## config.mk

```make
export PLATFORM = sky130hd
export DESIGN_NAME = sram_byte_ctrl
export DESIGN_NICKNAME = d
export VERILOG_FILES = /design/src/rtl/sram_byte_ctrl.sv
export SDC_FILE = /design/constraint.sdc
export NUM_CORES = 1
export LEC_CHECK = 0
export BUFFER_PORTS_ARGS = -buffer_cell sky130_fd_sc_hd__clkbuf_2
export CAP_MARGIN = 10
export CORE_ASPECT_RATIO = 1.4
export CORE_MARGIN = 2
export CORE_UTILIZATION = 40
export CTS_BUF_LIST = sky130_fd_sc_hd__clkbuf_4
export DETAILED_ROUTE_END_ITERATION = 7
export HOLD_SLACK_MARGIN = 0.12
export PLACE_DENSITY = 0.68
export SETUP_SLACK_MARGIN = 0.2
export SLEW_MARGIN = 25
export SYNTH_ARGS = -nofsm -noshare
export SYNTH_HDL_FRONTEND = slang
export SYNTH_SLANG_ARGS = --single-unit
```

## constraint.sdc

```tcl
create_clock -name clk -period 4.55 [get_ports clk]
set_input_delay 0.455 -clock clk [delete_from_list [all_inputs] [get_ports clk]]
set_output_delay 0.455 -clock clk [all_outputs]
set_load 0.05 [all_outputs]
```

## src/rtl/sram_byte_ctrl.sv

```systemverilog
module sram_byte_ctrl #(
  parameter int CLK_NS = 8,
  parameter int T_RC   = 55,
  parameter int T_AA   = 55,
  parameter int T_WP   = 45,
  parameter int T_AW   = 50,
  parameter int T_DW   = 25,
  parameter int T_HZ   = 20,
  parameter int AW     = 18,
  parameter int DW     = 16
) (
  input  logic          clk,
  input  logic          rst_n,
  input  logic          req,
  input  logic          wr,
  input  logic [AW-1:0] addr,
  input  logic [DW-1:0] wdata,
  input  logic [1:0]    bmask,
  output logic          ack,
  output logic [DW-1:0] rdata,
  output logic [AW-1:0] mem_addr,
  output logic          mem_cs_n,
  output logic          mem_we_n,
  output logic          mem_oe_n,
  output logic          mem_ub_n,
  output logic          mem_lb_n,
  output logic [DW-1:0] dq_out,
  input  logic [DW-1:0] dq_in,
  output logic          dq_oe
);
  localparam int LW     = DW / 2;
  localparam int C_RC   = (T_RC + CLK_NS - 1) / CLK_NS;
  localparam int C_AA   = (T_AA + CLK_NS - 1) / CLK_NS;
  localparam int C_WP   = (T_WP + CLK_NS - 1) / CLK_NS;
  localparam int C_AW   = (T_AW + CLK_NS - 1) / CLK_NS;
  localparam int C_DW   = (T_DW + CLK_NS - 1) / CLK_NS;
  localparam int C_HZ   = (T_HZ + CLK_NS - 1) / CLK_NS;
  localparam int RD_R   = (C_RC > C_AA) ? C_RC : C_AA;
  localparam int RD_CYC = (RD_R > 1) ? RD_R : 1;
  localparam int WR_A   = (C_WP > C_AW) ? C_WP : C_AW;
  localparam int WR_B   = (WR_A > C_DW) ? WR_A : C_DW;
  localparam int WR_CYC = (WR_B > 1) ? WR_B : 1;
  localparam int TURN_CYC = (C_HZ > 1) ? C_HZ : 1;
  localparam int CMAX   = (RD_CYC > WR_CYC) ? RD_CYC : WR_CYC;
  localparam int CW     = $clog2(CMAX + 1) + 1;
  localparam int TW     = $clog2(TURN_CYC + 1) + 1;

  typedef enum logic [2:0] {S_IDLE, S_RD, S_WSET, S_WR, S_WEND} state_t;

  state_t          state;
  logic [CW-1:0]   cnt;
  logic [TW-1:0]   turn;
  logic [AW-1:0]   addr_q;
  logic [DW-1:0]   wd_q;
  logic [1:0]      mask_q;
  logic [DW-1:0]   lane_keep;

  assign mem_addr  = addr_q;
  assign dq_out    = wd_q;
  assign lane_keep = {{LW{mask_q[1]}}, {LW{mask_q[0]}}};

  always_ff @(posedge clk) begin
    if (!rst_n) begin
      state    <= S_IDLE;
      cnt      <= '0;
      turn     <= '0;
      addr_q   <= '0;
      wd_q     <= '0;
      mask_q   <= '0;
      rdata    <= '0;
      ack      <= 1'b0;
      mem_cs_n <= 1'b1;
      mem_we_n <= 1'b1;
      mem_oe_n <= 1'b1;
      mem_ub_n <= 1'b1;
      mem_lb_n <= 1'b1;
      dq_oe    <= 1'b0;
    end else begin
      ack <= 1'b0;
      if (turn != '0) turn <= turn - 1'b1;
      case (state)
        S_IDLE: if (req) begin
          addr_q   <= addr;
          wd_q     <= wdata;
          mask_q   <= bmask;
          mem_cs_n <= 1'b0;
          mem_lb_n <= ~bmask[0];
          mem_ub_n <= ~bmask[1];
          if (wr) begin
            state <= S_WSET;
          end else begin
            mem_oe_n <= 1'b0;
            cnt      <= CW'(RD_CYC - 1);
            state    <= S_RD;
          end
        end
        S_RD: if (cnt == '0) begin
          rdata    <= dq_in & lane_keep;
          mem_cs_n <= 1'b1;
          mem_oe_n <= 1'b1;
          mem_ub_n <= 1'b1;
          mem_lb_n <= 1'b1;
          ack      <= 1'b1;
          turn     <= TW'(TURN_CYC);
          state    <= S_IDLE;
        end else begin
          cnt <= cnt - 1'b1;
        end
        S_WSET: if (turn == '0) begin
          mem_we_n <= 1'b0;
          dq_oe    <= 1'b1;
          cnt      <= CW'(WR_CYC - 1);
          state    <= S_WR;
        end
        S_WR: if (cnt == '0) begin
          mem_we_n <= 1'b1;
          dq_oe    <= 1'b0;
          state    <= S_WEND;
        end else begin
          cnt <= cnt - 1'b1;
        end
        S_WEND: begin
          mem_cs_n <= 1'b1;
          mem_ub_n <= 1'b1;
          mem_lb_n <= 1'b1;
          ack      <= 1'b1;
          state    <= S_IDLE;
        end
        default: state <= S_IDLE;
      endcase
    end
  end

  logic [7:0] chk_gap;
  always_ff @(posedge clk) begin
    if (!rst_n)           chk_gap <= 8'hff;
    else if (!mem_oe_n)   chk_gap <= '0;
    else if (chk_gap != 8'hff) chk_gap <= chk_gap + 1'b1;
  end

  AST_WE_OE_EXCL: assert property (@(posedge clk) disable iff (!rst_n) !(!mem_we_n && !mem_oe_n));
  AST_STROBE_CS: assert property (@(posedge clk) disable iff (!rst_n) (!mem_we_n || !mem_oe_n) |-> !mem_cs_n);
  AST_WE_HOLD: assert property (@(posedge clk) disable iff (!rst_n) (!mem_we_n && $past(!mem_we_n)) |-> ($stable(mem_addr) && $stable(dq_out) && $stable({mem_ub_n, mem_lb_n})));
  AST_WE_RISE_FIRST: assert property (@(posedge clk) disable iff (!rst_n) $rose(mem_we_n) |-> !mem_cs_n);
  AST_ACK_ONE: assert property (@(posedge clk) disable iff (!rst_n) ack |=> !ack);
  AST_TURN_GAP: assert property (@(posedge clk) disable iff (!rst_n) $rose(dq_oe) |-> (int'(chk_gap) >= TURN_CYC));
  AST_IDLE_CS: assert property (@(posedge clk) disable iff (!rst_n) ack |-> mem_cs_n);
endmodule

```

==> flow_summary.yaml, run 1 <==
outcome:
  outcome: "finished clean"
timing:
  finalSetupViolCount: 0
  tightest_slew_ps: 692
  finalMaxSlewViolations: 0
  finalSetupTns_ps: 0
  min_period_ps: 2200
  setup_slack_ps: 2350
  worst_clock_skew_ps: 7.62
  holdWs_ps: 266
  rsz0062_at_grt: "no"
  slew_headroom_pct: 53.8
  hold_violations: 0
  layout_worst_path_cycle_share_pct: 48.4
  fmax_mhz: 454
routing:
  finalWirelength_um: 6420
  vias: 2571
  routedWlPerCell_um: 12.1
  drt-initial-drc-count: 163
  vias_per_cell: 4.85
  dr.pass1.iters: 4
  drc: 0
  drtAntennaViolNets: 0
yosys:
  ys_seq_area_share_pct: 48.2
  postSynthAreaPerCell_sq_um: 8.71
  ys_async_sr_fraction_pct: 0
  synth_seq_cells: 69
  synth_edf_count: 0
  syn_inst: 329
  ys.flop_type: "dfxtp_1"
  synthesis.nets: 389
  synth_warnings: 0
  synth_cell_types: 36
  synthesis.area_sq_um: 2870
place:
  dp_hpwl_um: 4440
  postPlaceCellArea_sq_um: 3430
  post-place-cells: 515
  gp_congestion: 0.737
  pre_cts_ws_ps: 2350
  numPortBuffers: 112
run:
  drv_cap: 0
clock_tree:
  cts-root-buf: "clkbuf_4"
  worst_skew_pair.late_latency_ps: 400
  cts_hold_buf: 0
  post_cts_buffers: 0
  cts_buffer_depth: 2
  h-tree-depth: 3
  clock_sinks: 69
  clkTransAtPathRegs_ps: 110
  cts_buffers: 9
  post_cts_resized: 0
  cts_tree: "done"
global_route:
  grt_pass1_wl_um: 10500
  grt_pass1_vias: 2409
  grt_max_degree: 73
  antenna_found_initial: 0
  grt_util_all_layers_pct: 17.0
  grt-ovfl-total: 0
critical_path:
  worstReg2RegStart: "cnt[0]"
  worst-endpoint-arrival_ps: 2450
  endpoint_kind: "register"
  required_ps: 4800
  regToRegEndpoint: "mem_ub_n"
  start_kind: "register"
  crit_chain: "inv_1, ha_1, or3b_1, nor3_4, or2_2, a41oi_1"
  critPathMaxStageDelay_ps: 610
  crit_family: "simple AND/OR/NAND/NOR gates"
  path_buf_inv: 1
  path_max_fanout: 19
  slowest_stage: "nor3_4"
  r2r_slack_ps: 2350
  path_class: "register to register"
  r2r_cells: 6
power_and_ir_drop:
  power.total_mw: 1.57
  p_leak_nw: 1.55
  p_per_area_nw_per_um2: 441
  ir_drop_v: 0.000242
hold_path:
  min_path_cells: 3
  timing.hold.worst.class: "input pin to register"
  worstHoldStart: "addr[15]"
  min_to: "mem_addr[15]"
floorplan:
  start_util_pct: 41.3
  die_h_um: 104
  die_x_um: 75.5
  core-area_sq_um: 6940
  die_area_sq_um: 7870
  row_count: 36
  io_pins: 113
cells_and_area:
  drive_above_1_share_pct: 32.9
  final_common_cell: "clkbuf_2"
  instances_no_fill: 530
  layout_common_cells: "112 x clkbuf_2, 98 x nand2_1, 69 x dfxtp_1"
  synthToLayoutAreaGrowth_pct: 23.9
  antenna_cells: 0
  finish.utilization_pct: 51.2
  stdcell_area_sq_um: 3550
  finalNetCount: 491
## synthesized netlist by cell type, drive strengths merged (2+ instances only)
cell    count  area share, %
nor3b       2           0.52
a41oi       2           0.61
o21a        2           0.52
buf        10            2.8
or3b        2           0.61
nor2b       4           0.87
and3b       2           0.61
nand2b      2           0.44
a21oi       9            1.6
a22oi       2           0.52
ha          4            1.7
inv         7           0.92
and3        2           0.44
or3         2           0.61
and2        3           0.65
nand2      98             13
nor4b       2           0.61
clkbuf     13            1.7
a21boi     55             16
o21ai       5           0.87
nand3      18            3.1
nor2        5           0.65
dfxtp      69             48
nor3        2           0.74
## layer usage
metal | wire (um) | up-vias | global-route usage (%)
met1 | 2680 | 1166 | 19.3
li1 | - | 1296 | -
met3 | 478 | 9 | 5.04
met2 | 3140 | 100 | 27.9
met4 | 117 | 0 | 8.40
met5 | 0 | - | 0
## layout make-up
cell class                 count  area, sq um
multi-input combinational    229         1320
inverter                       7         26.3
clock inverter                 6         55.1
timing repair buffer         115          583
clock buffer                   9         67.6
fill                         690         3390
tap                           95          119
sequential                    69         1380
## worst min-delay path: cells and delay by family
family / cells / cell delay, ps
buf+inv: 1 / 80
compound gates: 1 / 60
simple gates: 1 / 40
## report_power, final
part	internal [mW]	switching (mW)	leakage, nW	total, mW
Clock	0.159	0.204	0.0666	0.363
Combinational	0.145	0.343	0.919	0.488
Sequential	0.669	0.0479	0.564	0.716
Total	0.972	0.595	1.55	1.57
## registers in the layout, indices dropped and copies added, names as in the netlist, 2 cells and up
name / count
state: 3
rdata: 16
mem_addr: 18
dq_out: 16
turn: 3
cnt: 4
mask_q: 2
## worst max-delay path by stage
stage,start,endpoint,slack [ps],depth (start not counted)
final,cnt[0],mem_ub_n,2350,6
after global routing,cnt[0],mem_ub_n,2220,6
after CTS,cnt[0],mem_ub_n,2320,6
after detailed placement,cnt[0],mem_ub_n,2350,6
after global placement,cnt[0],mem_lb_n,2440,6
after floorplan,cnt[0],rdata[10],2730,8
## cell families (layout without fill, tap and decap cells)
group                    count (synthesis)  after routing  share of synthesized area [%]
AND/OR/NAND/NOR                        146            146                           23.2
XOR/XNOR                                 1              1                          0.306
adder cells (fa/ha/maj)                  4              4                           1.75
buffers and inverters                   31            137                           5.81
AO/OA/AOI/OAI                           78             78                           20.8
flip-flops                              69             69                           48.2
Power figures use the tool's default switching activity.
==> run 2, diff against run 1 <==
--- a/config.mk
+++ b/config.mk
@@ -5,6 +5,7 @@
 export SDC_FILE = /design/constraint.sdc
 export NUM_CORES = 1
 export LEC_CHECK = 0
+export ABC_AREA = 1
 export BUFFER_PORTS_ARGS = -buffer_cell sky130_fd_sc_hd__clkbuf_2
 export CAP_MARGIN = 10
 export CORE_ASPECT_RATIO = 1.4
@@ -13,7 +14,7 @@
 export CTS_BUF_LIST = sky130_fd_sc_hd__clkbuf_4
 export DETAILED_ROUTE_END_ITERATION = 7
 export HOLD_SLACK_MARGIN = 0.12
-export PLACE_DENSITY = 0.68
+export PLACE_DENSITY = 0.71
 export SETUP_SLACK_MARGIN = 0.2
 export SLEW_MARGIN = 25
 export SYNTH_ARGS = -nofsm -noshare
==> constraint.sdc (replaced) <==
create_clock -name clk -period 1.78 [get_ports clk]
set_input_delay 0.178 -clock clk [delete_from_list [all_inputs] [get_ports clk]]
set_output_delay 0.178 -clock clk [all_outputs]
set_load 0.05 [all_outputs]
==> flow_summary.yaml, run 2 <==
place:
  dp_hpwl_um: 4440
  numPortBuffers: 112
  gp_congestion: 0.857
floorplan:
  start_util_pct: 41.4
  core-area_sq_um: 6570
  die_h_um: 102
  row_count: 35
  die_x_um: 73.6
  die_area_sq_um: 7480
  io_pins: 113
timing:
  slew_headroom_pct: 58.1
  tightest_slew_ps: 627
  worst_clock_skew_ps: 24.5
  finalMaxSlewViolations: 0
  layout_worst_path_cycle_share_pct: 81.4
  fmax_mhz: 690
  rsz0062_at_grt: "no"
  hold_violations: 0
  finalSetupViolCount: 0
  finalSetupTns_ps: 0
  holdWs_ps: 224
  min_period_ps: 1450
critical_path:
  required_ps: 2070
  crit_top_cell: "nand3_1"
  path_max_fanout: 6
  start_kind: "register"
  r2r_slack_ps: 330
  endpoint_kind: "register"
  worst-endpoint-arrival_ps: 1730
  critPathMaxStageDelay_ps: 330
  path_class: "register to register"
  crit_chain: "inv_1, ha_2, nand2_2, nand3_1, nand3_1, nand2_1, nand3_1"
  slowest_stage: "dfxtp_1"
yosys:
  postSynthAreaPerCell_sq_um: 7.76
  yosysMostFrequentCell: "dfxtp_1"
  syn_inst: 350
  synthesis.nets: 410
  synthTopCellsByCount: "69 x dfxtp_1, 56 x a21oi_1, 53 x inv_1, 40 x o21ai_0"
  yosysTopAreaCellShare_pct: 50.9
  yosysTopAreaCell: "dfxtp_1"
  ys_seq_area_share_pct: 50.9
  synth_seq_cells: 69
  synthesis.area_sq_um: 2720
  synth_cell_types: 22
  synth_edf_count: 0
  synth_warnings: 0
  ys.flop_type: "dfxtp_1"
  ys_async_sr_fraction_pct: 0
  synth_area_leaders: "dfxtp_1 51%, a21oi_1 10%, o21ai_0 7.4%"
global_route:
  grt_max_degree: 73
  grt_util_all_layers_pct: 20.0
  antenna_found_initial: 0
  grt_pass1_wl_um: 11600
  grt-ovfl-total: 0
  grt_pass1_vias: 2677
routing:
  vias_per_cell: 4.83
  drc: 0
  dr.pass1.iters: 5
  finalWirelength_um: 7240
  routedWlPerCell_um: 12.2
  drt-initial-drc-count: 88
  vias: 2859
  drtAntennaViolNets: 0
clock_tree:
  cts-root-buf: "clkbuf_4"
  clkTransAtPathRegs_ps: 110
  cts_tree: "done"
  cts_buffers: 9
  cts_buffer_depth: 2
  clock_sinks: 69
  h-tree-depth: 3
  worst_skew_pair.late_latency_ps: 410
cells_and_area:
  antenna_cells: 0
  layout_common_cells: "112 x clkbuf_2, 68 x dfxtp_1, 56 x a21oi_1"
  finish.utilization_pct: 61.2
  synthToLayoutAreaGrowth_pct: 48.0
  largest_reg_flops: 18
  finalNetCount: 573
  drive_above_1_share_pct: 28.8
  final_common_cell: "clkbuf_2"
power_and_ir_drop:
  pwr-share-comb_pct: 47.1
  seq_power_share_pct: 34.8
  p_per_area_nw_per_um2: 1580
  power.share.clock_pct: 18.1
  switching_share_pct: 47.2
  p_leak_nw: 1.88
  ir_drop_v: 0.000908
  power.total_mw: 6.34
  p_int_mw: 3.35
  switchingPower_mw: 2.99
hold_path:
  timing.hold.worst.class: "input pin to register"
run:
  drv_cap: 0
outcome:
  outcome: "finished clean"
-- run 2: cell types whose count changed in the layout (fill, tap and decap cells not counted), moves of 18 or more --
| cell | delta |
|---|---|
| inv_1 | +45 |
| dlygate4sd3_1 | +52 |
| a21boi_0 | -45 |
| nand2_1 | -64 |
| nand3_1 | +18 |
| o21ai_0 | +35 |
| a21oi_1 | +47 |
-- run 2: worst paths after layout --
path	startpoint	to	cells past startpoint
setup / recovery	cnt[0]	mem_lb_n	7
hold reg to reg	mem_addr[11]	mem_addr[11]	2
setup reg to reg	cnt[0]	mem_lb_n	7
hold / removal	rst_n	dq_out[0]	3
-- run 2: per-layer routing --
layer | track usage (%) | vias up | share of wire, %
li1 | - | 1465 | -
met1 | 20.3 | 1261 | 38
met2 | 36.6 | 118 | 53
met3 | 6.87 | 15 | 6.9
met4 | 8.11 | 0 | 2.0
met5 | 0 | - | 0
-- run 2: metrics by stage --
step	worst slack, ps	instances	instance area [sq um]
after floorplan	365	350	2720
after global placement	240	523	3310
after detailed placement	208	523	3310
after CTS	236	591	3990
after global routing	203	592	4020
final	332	592	4020
-- run 2: worst max-delay path, delay by kind of cell (launching register included) --
kind                     cells  cell delay (ps)
flip-flops                   1              330
AND/OR/NAND/NOR              5              660
adder cells (fa/ha/maj)      1              230
buffers and inverters        1              120
-- run 2: cell families after synthesis --
| group | count (synthesis) | share of synthesized area [%] |
|---|---|---|
| buf+inv | 75 | 11.5 |
| compound gates | 97 | 17.9 |
| xor+xnor | 2 | 0.645 |
| flops | 69 | 50.9 |
| simple gates | 103 | 17.2 |
| fa+ha+maj | 4 | 1.84 |
-- run 2: timing repair --
action                                 in CTS  in global routing
endpoints found under the hold margin      53                  0
resized for setup                           1                  9
setup endpoints to repair                  11                 55
setup buffers                               0                  1
pin swaps                                   0                  2
hold buffers                               52                  0
-- run 2: cell type report --
type / instances / area [sq um]
flip-flops and latches: 69 / 1380
fillers: 574 / 2550
well taps: 74 / 92.6
repair buffers: 170 / 1130
clock buffers: 10 / 75.1
clock inverters: 6 / 86.3
inverters: 57 / 214
multi-input cells: 206 / 1040
-- run 2: power by group through the flow --
stage | Clock [mW] | Combinational (mW) | Sequential, mW
after floorplan | 0 | 1.25 | 3.25
after global placement | 0 | 2.80 | 2.22
after detailed placement | 0 | 2.83 | 2.23
after CTS | 1.19 | 2.94 | 2.20
after global routing | 1.26 | 3.28 | 2.26
final | 1.15 | 2.99 | 2.21
